`config.mk`:
```
export PLATFORM = sky130hd
export DESIGN_NAME = stagger_seq
export DESIGN_NICKNAME = d
export VERILOG_FILES = /design/src/rtl/stagger_pkg.sv /design/src/rtl/stagger_grp.sv /design/src/rtl/stagger_seq.sv
export SDC_FILE = /design/constraint.sdc
export NUM_CORES = 1
export LEC_CHECK = 0
export ABC_AREA = 1
export BUFFER_PORTS_ARGS = -buffer_cell sky130_fd_sc_hd__buf_2
export CAP_MARGIN = 15
export CORE_MARGIN = 3
export CORE_UTILIZATION = 44
export DETAILED_ROUTE_END_ITERATION = 10
export GPL_TIMING_DRIVEN = 0
export PLACE_DENSITY = 0.79
export SLEW_MARGIN = 10
export SYNTH_ARGS = -nofsm -noshare
export SYNTH_HDL_FRONTEND = slang
export SYNTH_SLANG_ARGS = --single-unit
```
`constraint.sdc`:
```
create_clock -name clk -period 1.8 [get_ports clk]
set_input_delay 0.45 -clock clk [delete_from_list [all_inputs] [get_ports clk]]
set_output_delay 0.45 -clock clk [all_outputs]
set_load 0.02 [all_outputs]
```
`src/rtl/stagger_pkg.sv`:
```
package stagger_pkg;

  // Unlocked-position mask: bit p is set when p <= cnt (position 1 is p = 0).
  function automatic logic [63:0] unlock_mask(input int unsigned cnt, input int unsigned npos);
    logic [63:0] m;
    m = '0;
    for (int p = 0; p < 64; p++) begin
      if (p < npos && p <= cnt) m[p] = 1'b1;
    end
    return m;
  endfunction

  // Next counter value: saturating increment.
  function automatic int unsigned step_next(input int unsigned cnt, input int unsigned npos);
    return (cnt + 1 < npos) ? cnt + 1 : cnt;
  endfunction

endpackage

```
`src/rtl/stagger_grp.sv`:
```
module stagger_grp
  import stagger_pkg::*;
#(
  parameter int POS = 8,
  localparam int CW = (POS > 1) ? $clog2(POS) : 1
) (
  input  logic           clk,
  input  logic           rst_n,
  input  logic [POS-1:0] data_i,
  input  logic           oe_n_i,
  input  logic           tick_i,
  input  logic           sync_i,
  output logic [POS-1:0] grp_en_o
);

  localparam logic [CW-1:0] CNT_MAX = CW'(POS - 1);

  logic          oe_low_q;
  logic [CW-1:0] cnt_q;
  logic          fall_evt;   // enable newly asserted this cycle
  logic          adv_evt;    // step accepted this cycle
  logic [POS-1:0] unlock;

  assign fall_evt = !oe_n_i && !oe_low_q;
  assign adv_evt  = !oe_n_i && oe_low_q && tick_i && (cnt_q != CNT_MAX);

  always_ff @(posedge clk or negedge rst_n) begin
    if (!rst_n) begin
      oe_low_q <= 1'b0;
      cnt_q    <= '0;
    end else begin
      oe_low_q <= !oe_n_i;
      if (oe_n_i || fall_evt) cnt_q <= '0;
      else if (adv_evt)       cnt_q <= CW'(step_next(int'(cnt_q), POS));
    end
  end

  assign unlock   = POS'(unlock_mask(int'(cnt_q), POS));
  assign grp_en_o = {POS{oe_low_q}} & data_i & (sync_i ? {POS{1'b1}} : unlock);

  AST_RESTART_ZERO: assert property (@(posedge clk) disable iff (!rst_n)
    fall_evt |=> (cnt_q == '0));

  AST_OFF_AFTER_RISE: assert property (@(posedge clk) disable iff (!rst_n)
    oe_n_i |=> (grp_en_o == '0));

  AST_DATA_GATE: assert property (@(posedge clk) disable iff (!rst_n)
    (grp_en_o & ~data_i) == '0);

  AST_PREFIX_ONLY: assert property (@(posedge clk) disable iff (!rst_n)
    !sync_i |-> ((grp_en_o & ~unlock) == '0));

  AST_STEP_ONE: assert property (@(posedge clk) disable iff (!rst_n)
    (cnt_q != $past(cnt_q)) |-> (cnt_q == '0 || cnt_q == $past(cnt_q) + CW'(1)));

endmodule

```
`src/rtl/stagger_seq.sv`:
```
module stagger_seq
#(
  parameter int GROUPS = 3,
  parameter int POS    = 8,
  localparam int NCH   = GROUPS * POS
) (
  input  logic              clk,
  input  logic              rst_n,
  input  logic [NCH-1:0]    chan_data,
  input  logic [GROUPS-1:0] grp_oe_n,
  input  logic              step_tick,
  input  logic              sync_mode,
  output logic [NCH-1:0]    drive_en
);

  for (genvar g = 0; g < GROUPS; g++) begin : g_grp
    stagger_grp #(.POS(POS)) u_grp (
      .clk      (clk),
      .rst_n    (rst_n),
      .data_i   (chan_data[g*POS +: POS]),
      .oe_n_i   (grp_oe_n[g]),
      .tick_i   (step_tick),
      .sync_i   (sync_mode),
      .grp_en_o (drive_en[g*POS +: POS])
    );
  end

  AST_RESET_DARK: assert property (@(posedge clk)
    !rst_n |=> (drive_en == '0));

endmodule

```
Word level (Yosys, flattened, before mapping)
Index checks and enable logic that the tools add are counted.

Register bits after elaboration: 12. Input bits: 31. Word-level logic and storage cells: 105.

$add $sub $neg: 3. $lt $le $gt $ge: 24. Equality and inequality tests: 3. Mux-type cells: 33. Bitwise logic cells: 6. Reductions and logical operators: 30.

Operators by type and width (number): $and 8x8->8 (6); $le 3x3->1 const A (12); $mux 3 (9); $mux 8 (3); $mux 1 (21); $le 2x3->1 const A (6); $add 3x1->4 const B (3); $logic_and 1x1->1 (12); $lt 4x4->1 const B (3); $reduce_bool 2->1 (6); $le 1x3->1 const A (3); $ne 3x3->1 const B (3); $logic_not 1->1 (6); $reduce_and 2->1 (3); $logic_or 1x1->1 (3).

Logic depth before layout (Yosys ltp)
Gate-level depths: netlist of the first run.

Word-level depth: 6. Gate-level depth with buffers: 7. Depth with buffers taken out: 7.

Hierarchy
A second synthesis of the first run with hierarchy kept.

Cells, all modules: 186. Area total of the unflattened synthesis: 1163.6 um^2.

By module, submodules not included: stagger_grp (instances 3, cells each 62, area each 387.9 um^2, seq. area each 100.1 um^2).

Worst setup path after synthesis of the first run
No wires, ideal clock.

Kind: register -> output. From: register g_grp[2].u_grp.cnt_q[1]. To: output drive_en[23]. Arrival: 1130 ps. Setup slack: 220 ps. Cell stages (with the launch flop): 5. Path buffers: 0. Path through: dfrtp_1 -> ha_1 -> ha_1 -> inv_1 -> a21oi_1.

Word-level cells in the longest chain between the ends: 4.

Ends and longest elaborated chain: from (decl) (line stagger_grp.sv:19) `logic [CW-1:0] cnt_q;`; from (signal assigned) (line stagger_grp.sv:34) `else if (adv_evt) cnt_q <= CW'(step_next(int'(cnt_q), POS));`; $le 3x3->1 (line stagger_pkg.sv:8) `if (p < npos && p <= cnt) m[p] = 1'b1;`; $mux 1 (line stagger_pkg.sv:8); $mux 8 (line stagger_grp.sv:39) `assign grp_en_o = {POS{oe_low_q}} & data_i & (sync_i ? {POS{1'b1}} : unlock);`; $and 8x8->8 (line stagger_grp.sv:39); to (decl) (line stagger_seq.sv:13) `output logic [NCH-1:0] drive_en`.

No other way between the ends.

Worst setup path in the final report of the first run
From: register g_grp[0].u_grp.cnt_q[0]. To: output drive_en[7].

Word-level cells in the longest chain between the ends: 4.

Ends and longest elaborated chain (line): from (decl) (stagger_grp.sv:19); from (signal assigned) (stagger_grp.sv:34); $le 3x3->1 (stagger_pkg.sv:8); $mux 1 (stagger_pkg.sv:8); $mux 8 (stagger_grp.sv:39); $and 8x8->8 (stagger_grp.sv:39).

No other way between the ends.

==> results of run 1 <==
-- path summary, 6_finish.rpt --
| kind | startpoint | to | slack, ps | depth (start not counted) |
|---|---|---|---|---|
| hold reg to reg | g_grp[1].u_grp.cnt_q[0] | g_grp[1].u_grp.cnt_q[1] | 660 | 3 |
| setup reg to reg | g_grp[2].u_grp.cnt_q[0] | g_grp[2].u_grp.cnt_q[2] | 250 | 9 |
| setup / recovery | g_grp[0].u_grp.cnt_q[0] | drive_en[7] | -40 | 5 |
| max in group asynchronous | rst_n | g_grp[2].u_grp.cnt_q[1] | 1520 | 1 |
| hold / removal | rst_n | g_grp[0].u_grp.cnt_q[2] | 40 | 1 |
| min in group clk | grp_oe_n[0] | g_grp[0].u_grp.oe_low_q | 330 | 2 |
-- sequential cells by signal (all words and copies together), names as in the netlist --
register,cells
g_grp.u_grp.oe_low_q,3
g_grp.u_grp.cnt_q,9
-- cells in the final DEF (no fill, tap or decap) --
| cell type | n |
|---|---|
| inv_2 | 7 |
| nand2_4 | 1 |
| nor3_1 | 1 |
| dfrtp_1 | 11 |
| clkbuf_4 | 3 |
| ha_1 | 1 |
| inv_1 | 22 |
| nand3_2 | 3 |
| nor2_4 | 2 |
| ha_4 | 4 |
| o21ai_0 | 2 |
| a31oi_1 | 3 |
| a21oi_2 | 4 |
| buf_4 | 19 |
| buf_2 | 47 |
| a21oi_1 | 9 |
| nand2_2 | 1 |
| ha_2 | 3 |
| dfrtp_2 | 1 |
| nand3_1 | 7 |
| nor2_1 | 25 |
| nand4_1 | 1 |
| nand2_1 | 51 |
| nor2_2 | 2 |
| buf_6 | 3 |
| clkbuf_8 | 2 |
-- metal layers --
layer,vias to the layer above,track usage [%]
met3,0,3.27
met4,0,4.98
met1,590,21.9
li1,651,-
met5,-,0
met2,42,44.6
-- stage by stage --
step | hold slack (ps) | area [µm²] | setup WS, ps | power, W
after floorplan | 154 | 1020 | 220 | 0.000421
after global placement | 343 | 1330 | 115 | 0.000498
after detailed placement | 349 | 1330 | 15.7 | 0.000505
after CTS | 45.7 | 1550 | -24.6 | 0.000755
after global routing | 35.4 | 1590 | -87.6 | 0.000810
final | 40.6 | 1590 | -37.4 | 0.000759
-- where the power goes --
part	internal, W	switching [W]	total, W
combinational	0.000104	0.000146	0.000250
clock	0.000123	0.0000949	0.000218
sequential	0.000281	0.0000112	0.000292
total	0.000508	0.000252	0.000759
-- what timing repair did --
item | CTS | global route
buffers inserted | 12 | 1
endpoints found under the setup margin | 6 | 9
resized for setup | 28 | 9
pin swaps | 4 | 2
endpoints found under the hold margin | 0 | 0
hold buffers | 0 | 0
-- cell type report --
cell class | instances | area (µm²) | area share, %
clock buffers | 4 | 36.3 | 2.29
flip-flops and latches | 12 | 302 | 19.0
well taps | 27 | 33.8 | 2.13
repair buffers | 67 | 397 | 25.0
multi-input cells | 120 | 681 | 42.9
plain buffers | 3 | 28.8 | 1.81
inverters | 29 | 109 | 6.86
-- kinds of logic after synthesis --
logic type               count (synthesis)
buffers and inverters                   32
AND/OR/NAND/NOR                         94
AO/OA/AOI/OAI                           18
flip-flops                              12
adder cells (fa/ha/maj)                  8
==> qor.yml, run 1 <==
detailed_routing:
  dr_wl_met2_um: 1740
  via_per_inst: 4.90
  antenna_left: 0
  num_vias: 1283
  drc: 0
  wl_um: 3140
  routedWlPerCell_um: 12.0
  dr_wl_met3_um: 175
  drt-initial-drc-count: 31
  met1_length_um: 1230
  top_layer: "met3"
  dr.pass1.iters: 4
die:
  pin_count: 55
  dieArea_um2: 2940
  rows: 16
  die_h_um: 54.3
  initial_core_util_pct: 49.2
  core_um2: 2080
  die_x_um: 54.3
setup_path:
  critPathBufInv: 2
  worstPathMaxFanout: 2
  arrival_ps: 1390
  critPathRequiredTime_ps: 1350
  cp_slowest_stage_delay_ps: 390
  crit_chain: "ha_2 > ha_2 > inv_2 > a21oi_2 > buf_4"
  critPathKind: "reg -> out"
  cpLargestDelayFamily: "flip-flops"
  startpoint_type: "flip-flop"
  end_kind: "output port"
  cp_common_cell: "ha_2"
  crit_path_top_delay_cell: "dfrtp_1"
synthesis:
  yosys.area.top_type_share_pct: 29.3
  ys.flop_type: "dfrtp_1"
  async_reset_ff_share_pct: 100
  synth_top_family_by_area: "simple AND/OR/NAND/NOR gates"
  synth_edf_count: 0
  synth_nets: 203
  seq_area_frac_synth_pct: 29.3
  synth-compound-area-share_pct: 9.52
  synth_most_common_cell: "nand2_1"
  synth_top_area_cell: "dfrtp_1"
  synth.distinct_cells: 19
  synth_warnings: 0
  yosys-top-cells-area: "dfrtp_1 (29%), nand2_1 (19%), inv_1 (10%)"
  ys_ff_latch: 12
  syn_area_um2: 1020
  synthAdderAreaFrac_pct: 9.77
  muxShareOfSynthArea_pct: 0
  avgSynthCellArea_um2: 6.25
  synth_xor_area_share_pct: 0
  synth_cells: 164
  yosys.area_share.simple_pct: 38.0
  yosys-top-cells-count: "nand2_1 (52), inv_1 (28), nor2_1 (26)"
sta:
  post-route-period-util_pct: 102
  slew_viol_final: 0
  period_minus_slack_ps: 1840
  tightest_slew_ps: 283
  finalSetupTns_ps: -130
  setup_viol: 5
  setup_slack_ps: -37.4
  clock_skew_ps: 1.46
  max_slew_margin_pct: 81.1
  hold_viol_final: 0
  max_freq_ghz: 0.544
  rsz0062_at_grt: "yes"
cts:
  cts_tree: "yes"
  insertion_delay_ps: 280
  cts_root_buf: "clkbuf_4"
  path_clk_slew_ps: 80
  clockBufferDepth: 2
  cts_htree_levels: 1
  cts_num_sinks: 12
  cts_buffers: 3
power_and_ir_drop:
  leakagePower_nw: 0.936
  p_per_area_nw_per_um2: 479
  ir_worst_vdd_mv: 0.528
finish:
  instances_no_fill: 262
  drive_gt1_share_pct: 43.4
  syn_to_final_growth_pct: 54.8
  fillers: 162
  diodes: 0
  fin_util_pct: 76.2
  final_net_count: 275
global_route:
  grt_first_pass_wirelength_um: 4660
  grt_antenna_before_repair: 0
  grt_pass1_vias: 1198
  grtUsageTotal_pct: 21.6
  overflow: 0
  grt_max_degree: 13
outcome:
  status: "finished with violations"
  violations: "negative setup slack"
place:
  gp_congestion: 0.856
  portBuffers: 54
  hpwl_um: 2190
  dp.cells: 245
job:
  drv_cap: 0
min_path:
  hold_class: "in -> async"
Note: power is estimated with default switching activity, not from simulation.
==> inputs of run 2 (changes only) <==
- GPL_TIMING_DRIVEN: 0 -> unset
- RECOVER_POWER: unset -> 25
==> run 2 against run 1 <==
The run still ends with negative setup slack left. Clock-buffer cell count stayed put. Die area stayed put. Sequential share of layout area is 0.71 points lower. Critical path type unchanged. Critical endpoint is now drive_en[22]. Largest cell class unchanged. Highest routed layer is now met4.
==> qor.yml, run 2 (synthesis results as in run 1) <==
global_route:
  grtUsageTotal_pct: 24.3  # was 21.6%
  grt_pass1_vias: 1301  # was 1198
  grt_max_degree: 13  # unchanged
  grt_antenna_before_repair: 0  # unchanged
  overflow: 0  # unchanged
  grt_first_pass_wirelength_um: 5160  # was 4660 µm
detailed_routing:
  dr.pass1.iters: 4  # unchanged
  drc: 0  # unchanged
  routedWlPerCell_um: 13.1  # was 12.0 µm
  drt-initial-drc-count: 36  # was 31
  via_per_inst: 4.92  # was 4.90
  antenna_left: 0  # unchanged
  num_vias: 1310  # was 1283
  wl_um: 3490  # was 3140 µm
power_and_ir_drop:
  leakagePower_nw: 0.931  # was 0.936 nW
  p_per_area_nw_per_um2: 466  # was 479 nW/µm²
  ir_worst_vdd_mv: 0.471  # was 0.528 mV
  power_w: 0.000774  # was 0.000759 W
die:
  core_um2: 2080  # unchanged
  die_h_um: 54.3  # unchanged
  die_x_um: 54.3  # unchanged
  initial_core_util_pct: 49.2  # unchanged
  pin_count: 55  # unchanged
  dieArea_um2: 2940  # unchanged
  rows: 16  # unchanged
cts:
  cts_htree_levels: 1  # unchanged
  cts_hold_buffers: 0  # unchanged
  path_clk_slew_ps: 80  # about the same
  cts_tree: "yes"  # unchanged
  clockBufferDepth: 2  # unchanged
  cts_num_sinks: 12  # unchanged
  cts_root_buf: "clkbuf_4"  # unchanged
  cts_buffers: 3  # unchanged
  insertion_delay_ps: 290  # was 280 ps
job:
  drv_cap: 0  # unchanged
setup_path:
  startpoint_type: "flip-flop"  # unchanged
  end_kind: "output port"  # unchanged
  crit_chain: "inv_4 > ha_4 > nor2_4 > buf_6 > a21oi_2 > buf_4"  # was ha_2 > ha_2 > inv_2 > a21oi_2 > buf_4
  rrSetupSlack_ps: 60  # was 250 ps
  worstPathMaxFanout: 4  # was 2
  arrival_ps: 1390  # about the same
  cpLargestDelayFamily: "flip-flops"  # unchanged
  crit_path_top_delay_cell: "dfrtp_2"  # was dfrtp_1
  critPathKind: "reg -> out"  # unchanged
  critPathRequiredTime_ps: 1350  # about the same
  cp_slowest_stage_delay_ps: 460  # was 390 ps
  critPathBufInv: 3  # was 2
sta:
  slew_viol_final: 0  # unchanged
  setup_viol: 4  # was 5
  holdWs_ps: 154  # was 40.6 ps
  max_freq_ghz: 0.543  # was 0.544 GHz
  clock_skew_ps: 0.722  # was 1.46 ps
  setup_slack_ps: -41.4  # was -37.4 ps
  post-route-period-util_pct: 102  # about the same
  hold_viol_final: 0  # unchanged
  period_minus_slack_ps: 1840  # about the same
  rsz0062_at_grt: "yes"  # unchanged
  max_slew_margin_pct: 56.0  # was 81.1%
  tightest_slew_ps: 660  # was 283 ps
finish:
  multi_input_area_um2: 716  # was 681 µm²
  diodes: 0  # unchanged
  final_cell_mix: "nand2_1 (48), buf_2 (45), nor2_1 (25)"  # was nand2_1 (51), buf_2 (47), nor2_1 (25)
  final_area_um2: 1660  # was 1590 µm²
  final_common_cell: "nand2_1"  # unchanged
  drive_gt1_share_pct: 46.9  # was 43.4%
  reg_top3: "g_grp.u_grp.cnt_q: 9 flops, g_grp.u_grp.oe_low_q: 3 flops"  # unchanged
  regArea_um2: 304  # was 302 µm²
  final_net_count: 279  # was 275
  top_register: "g_grp.u_grp.cnt_q"  # unchanged
  fillers: 138  # was 162
  largest_register_ffs: 9  # unchanged
  syn_to_final_growth_pct: 62.1  # was 54.8%
min_path:
  hold_class: "in -> async"  # unchanged
outcome:
  violations: "negative setup slack"  # unchanged
  status: "finished with violations"  # unchanged
place:
  gp_congestion: 0.818  # was 0.856
  hpwl_um: 2190  # about the same
  post_dp_cell_area_um2: 1300  # was 1330 µm²
  portBuffers: 54  # unchanged
  dp_slack_ps: 101  # was 15.7 ps
## run 2: cell count changes in the layout (fill, tap and decap cells not counted), sizes merged
cell / change
buf: +4
## run 2: worst paths after layout
kind / from / cells after the start / end
max in group asynchronous: rst_n / 1 / g_grp[2].u_grp.cnt_q[1]
min in group clk: grp_oe_n[1] / 2 / g_grp[1].u_grp.oe_low_q
min reg2reg: g_grp[0].u_grp.cnt_q[0] / 3 / g_grp[0].u_grp.cnt_q[1]
max: g_grp[2].u_grp.cnt_q[0] / 6 / drive_en[22]
min: rst_n / 1 / g_grp[1].u_grp.cnt_q[0]
max reg2reg: g_grp[2].u_grp.cnt_q[1] / 12 / g_grp[2].u_grp.cnt_q[0]
## run 2: cell type report
cell class | instances | area share, %
inverters | 29 | 6.85
repair buffers | 74 | 27.6
well taps | 27 | 2.03
multi-input cells | 120 | 43.1
flip-flops and latches | 12 | 18.3
clock buffers | 4 | 2.18
## run 2: through the flow
step / cells / TNS (ps) / util [%]
3_3_place_gp: 242 / 0 / 62.4
6_report: 266 / -106 / 79.8
5_1_grt: 266 / -576 / 79.8
4_1_cts: 266 / -97.7 / 76.3
2_1_floorplan: 164 / 0 / -
3_5_place_dp: 242 / 0 / 62.4
## run 2: report_power, final
part	switching, W	internal [W]
sequential	0.0000201	0.000281
combinational	0.000140	0.000101
clock	0.000108	0.000123
## run 2: layer usage
metal	GRT usage, %	routed length [µm]	part of all wire [%]
met1	25.8	1280	37
met4	10.8	77	2.2
met2	47.8	1910	55
met3	1.91	230	6.6
met5	0	0	0
## run 2: timing repair
item | CTS | global route
cloned | 0 | 0
pin swaps | 9 | 5
setup endpoints to repair | 6 | 16
setup buffers | 20 | 1
hold endpoints to repair | 0 | 0
gates resized for setup | 31 | 21
==> inputs of run 3 (changes only) <==
- PLACE_DENSITY: 0.79 -> 0.91
==> run 3 against run 2 <==
The flow still finishes with violations (negative setup slack). Worst hold slack improved by 11 ps. Non-clock buffer count fell by 8. Final area fell by 5.2%. Final cell count fell by 3.0%. Combinational power fell by 2%. First-iteration DRC count fell by 22%. Wire length fell by 8.4%. Via count fell by 1.5%. Utilization fell by 4.1 points. Sequential power barely moved. Clock-buffer cell count did not move. Total power fell by 2.7%. Critical path type unchanged.
==> qor.yml, run 3 (synthesis results as in run 1) <==
finish:
  final_area_um2: 1580  # was 1660 µm²
  drive_gt1_share_pct: 43.7  # was 46.9%
  final_common_cell: "nand2_1"  # unchanged
  diodes: 0  # unchanged
  fillers: 162  # was 138
  reg_top3: "g_grp.u_grp.cnt_q: 9 flops, g_grp.u_grp.oe_low_q: 3 flops"  # unchanged
  syn_to_final_growth_pct: 53.7  # was 62.1%
  top_register: "g_grp.u_grp.cnt_q"  # unchanged
  largest_register_ffs: 9  # unchanged
  final_net_count: 271  # was 279
  final_cell_mix: "nand2_1 (51), buf_2 (48), nor2_1 (24)"  # was nand2_1 (48), buf_2 (45), nor2_1 (25)
detailed_routing:
  num_vias: 1290  # was 1310
  drc: 0  # unchanged
  drt-initial-drc-count: 28  # was 36
  wl_um: 3200  # was 3490 µm
  dr_wl_met2_um: 1550  # was 1910 µm
  dr.pass1.iters: 4  # unchanged
  antenna_left: 0  # unchanged
  routedWlPerCell_um: 12.4  # was 13.1 µm
  top_layer: "met4"  # unchanged
  met1_length_um: 1330  # was 1280 µm
  via_per_inst: 5.00  # was 4.92
  dr_wl_met3_um: 248  # was 230 µm
outcome:
  status: "finished with violations"  # unchanged
  violations: "negative setup slack"  # unchanged
global_route:
  overflow: 0  # unchanged
  grt_pass1_vias: 1007  # was 1301
  grt_max_degree: 13  # unchanged
  grt_first_pass_wirelength_um: 3940  # was 5160 µm
  grtUsageTotal_pct: 17.9  # was 24.3%
  grt_antenna_before_repair: 0  # unchanged
setup_path:
  critPathBufInv: 2  # was 3
  crit_path_top_delay_cell: "dfrtp_2"  # unchanged
  rrSetupSlack_ps: 330  # was 60 ps
  cpLargestDelayFamily: "flip-flops"  # unchanged
  worstRegToRegCells: 6  # was 12
  crit_chain: "ha_4 > nor2_4 > nand3_2 > nand3_2 > inv_2 > buf_6"  # was inv_4 > ha_4 > nor2_4 > buf_6 > a21oi_2 > buf_4
  critPathKind: "reg -> out"  # unchanged
  arrival_ps: 1390  # about the same
  cp_common_cell: "nand3_2"
  worstReg2RegEnd: "g_grp[2].u_grp.cnt_q[1]"  # was g_grp[2].u_grp.cnt_q[0]
  worstPathMaxFanout: 4  # unchanged
  cp_slowest_stage_delay_ps: 480  # was 460 ps
  critPathRequiredTime_ps: 1350  # about the same
  end_kind: "output port"  # unchanged
  regToRegStartpoint: "g_grp[2].u_grp.cnt_q[1]"  # unchanged
  startpoint_type: "flip-flop"  # unchanged
die:
  die_x_um: 54.3  # unchanged
  initial_core_util_pct: 49.2  # unchanged
  pin_count: 55  # unchanged
  core_um2: 2080  # unchanged
  dieArea_um2: 2940  # unchanged
  die_h_um: 54.3  # unchanged
  rows: 16  # unchanged
power_and_ir_drop:
  ir_worst_vdd_mv: 0.348  # was 0.471 mV
  p_per_area_nw_per_um2: 478  # was 466 nW/µm²
  leakagePower_nw: 0.898  # was 0.931 nW
cts:
  cts_hold_buffers: 0  # unchanged
  insertion_delay_ps: 280  # was 290 ps
  cts_root_buf: "clkbuf_4"  # unchanged
  cts_num_sinks: 12  # unchanged
  path_clk_slew_ps: 80  # about the same
  cts_tree: "yes"  # unchanged
  cts_buffers: 3  # unchanged
  cts_htree_levels: 1  # unchanged
  clockBufferDepth: 2  # unchanged
sta:
  setup_slack_ps: -36.3  # was -41.4 ps
  clock_skew_ps: 4.62  # was 0.722 ps
  rsz0062_at_grt: "yes"  # unchanged
  period_minus_slack_ps: 1840  # about the same
  max_slew_margin_pct: 56.5  # was 56.0%
  tightest_slew_ps: 653  # was 660 ps
  holdWs_ps: 166  # was 154 ps
  max_freq_ghz: 0.545  # was 0.543 GHz
  post-route-period-util_pct: 102  # about the same
  slew_viol_final: 0  # unchanged
  hold_viol_final: 0  # unchanged
  finalSetupTns_ps: -72.0  # was -106 ps
  setup_viol: 2  # was 4
place:
  hpwl_um: 2010  # was 2190 µm
  gp_congestion: 0.855  # was 0.818
  post_dp_cell_area_um2: 1300  # unchanged
  portBuffers: 54  # unchanged
min_path:
  hold_class: "in -> async"  # unchanged
job:
  drv_cap: 0  # unchanged
==> run 3: worst max path at each step <==
stage                            startpoint           end  depth (start not counted)  slack, ps
CTS                 g_grp[2].u_grp.cnt_q[0]  drive_en[18]                          7        -30
floorplan           g_grp[2].u_grp.cnt_q[1]  drive_en[23]                          4        220
global route        g_grp[2].u_grp.cnt_q[0]  drive_en[18]                          7        -90
detailed placement  g_grp[2].u_grp.cnt_q[0]  drive_en[18]                          7        120
global placement    g_grp[2].u_grp.cnt_q[0]  drive_en[18]                          7        150
finish              g_grp[2].u_grp.cnt_q[1]  drive_en[18]                          6        -40
==> run 3: report_power, final <==
group | leakage (nW) | switching [W] | internal [W]
Sequential | 0.154 | 0.0000204 | 0.000281
Clock | 0.0210 | 0.0000934 | 0.000123
Combinational | 0.723 | 0.000137 | 0.0000986
Total | 0.898 | 0.000250 | 0.000503
==> run 3: repair_timing <==
action	4_1_cts	5_1_grt
setup buffers	7	5
pin swaps	0	5
resized for setup	8	36
setup endpoints to repair	6	6
==> run 3: per-layer routing <==
metal,up-vias,track usage [%]
met2,62,32.3
li1,642,-
met5,-,0
met4,0,6.22
met3,9,2.18
met1,577,21.6
==> run 3: cell type report <==
cell class | instances | area (µm²) | area share (%)
clock buffers | 4 | 36.3 | 2.30
inverters | 29 | 114 | 7.23
multi-input cells | 120 | 702 | 44.6
flip-flops and latches | 12 | 303 | 19.2
well taps | 27 | 33.8 | 2.14
repair buffers | 66 | 387 | 24.5
==> run 3: stage by stage <==
| step | std cells | total power [W] | util [%] | worst slack, ps |
|---|---|---|---|---|
| final | 258 | 0.000753 | 75.7 | -36.3 |
| after global routing | 258 | 0.000787 | 75.7 | -90.7 |
| after CTS | 253 | 0.000714 | 67.4 | -30.3 |
| after detailed placement | 242 | 0.000495 | 62.4 | 124 |
| after global placement | 242 | 0.000491 | 62.4 | 155 |
| after floorplan | 164 | 0.000421 | - | 220 |
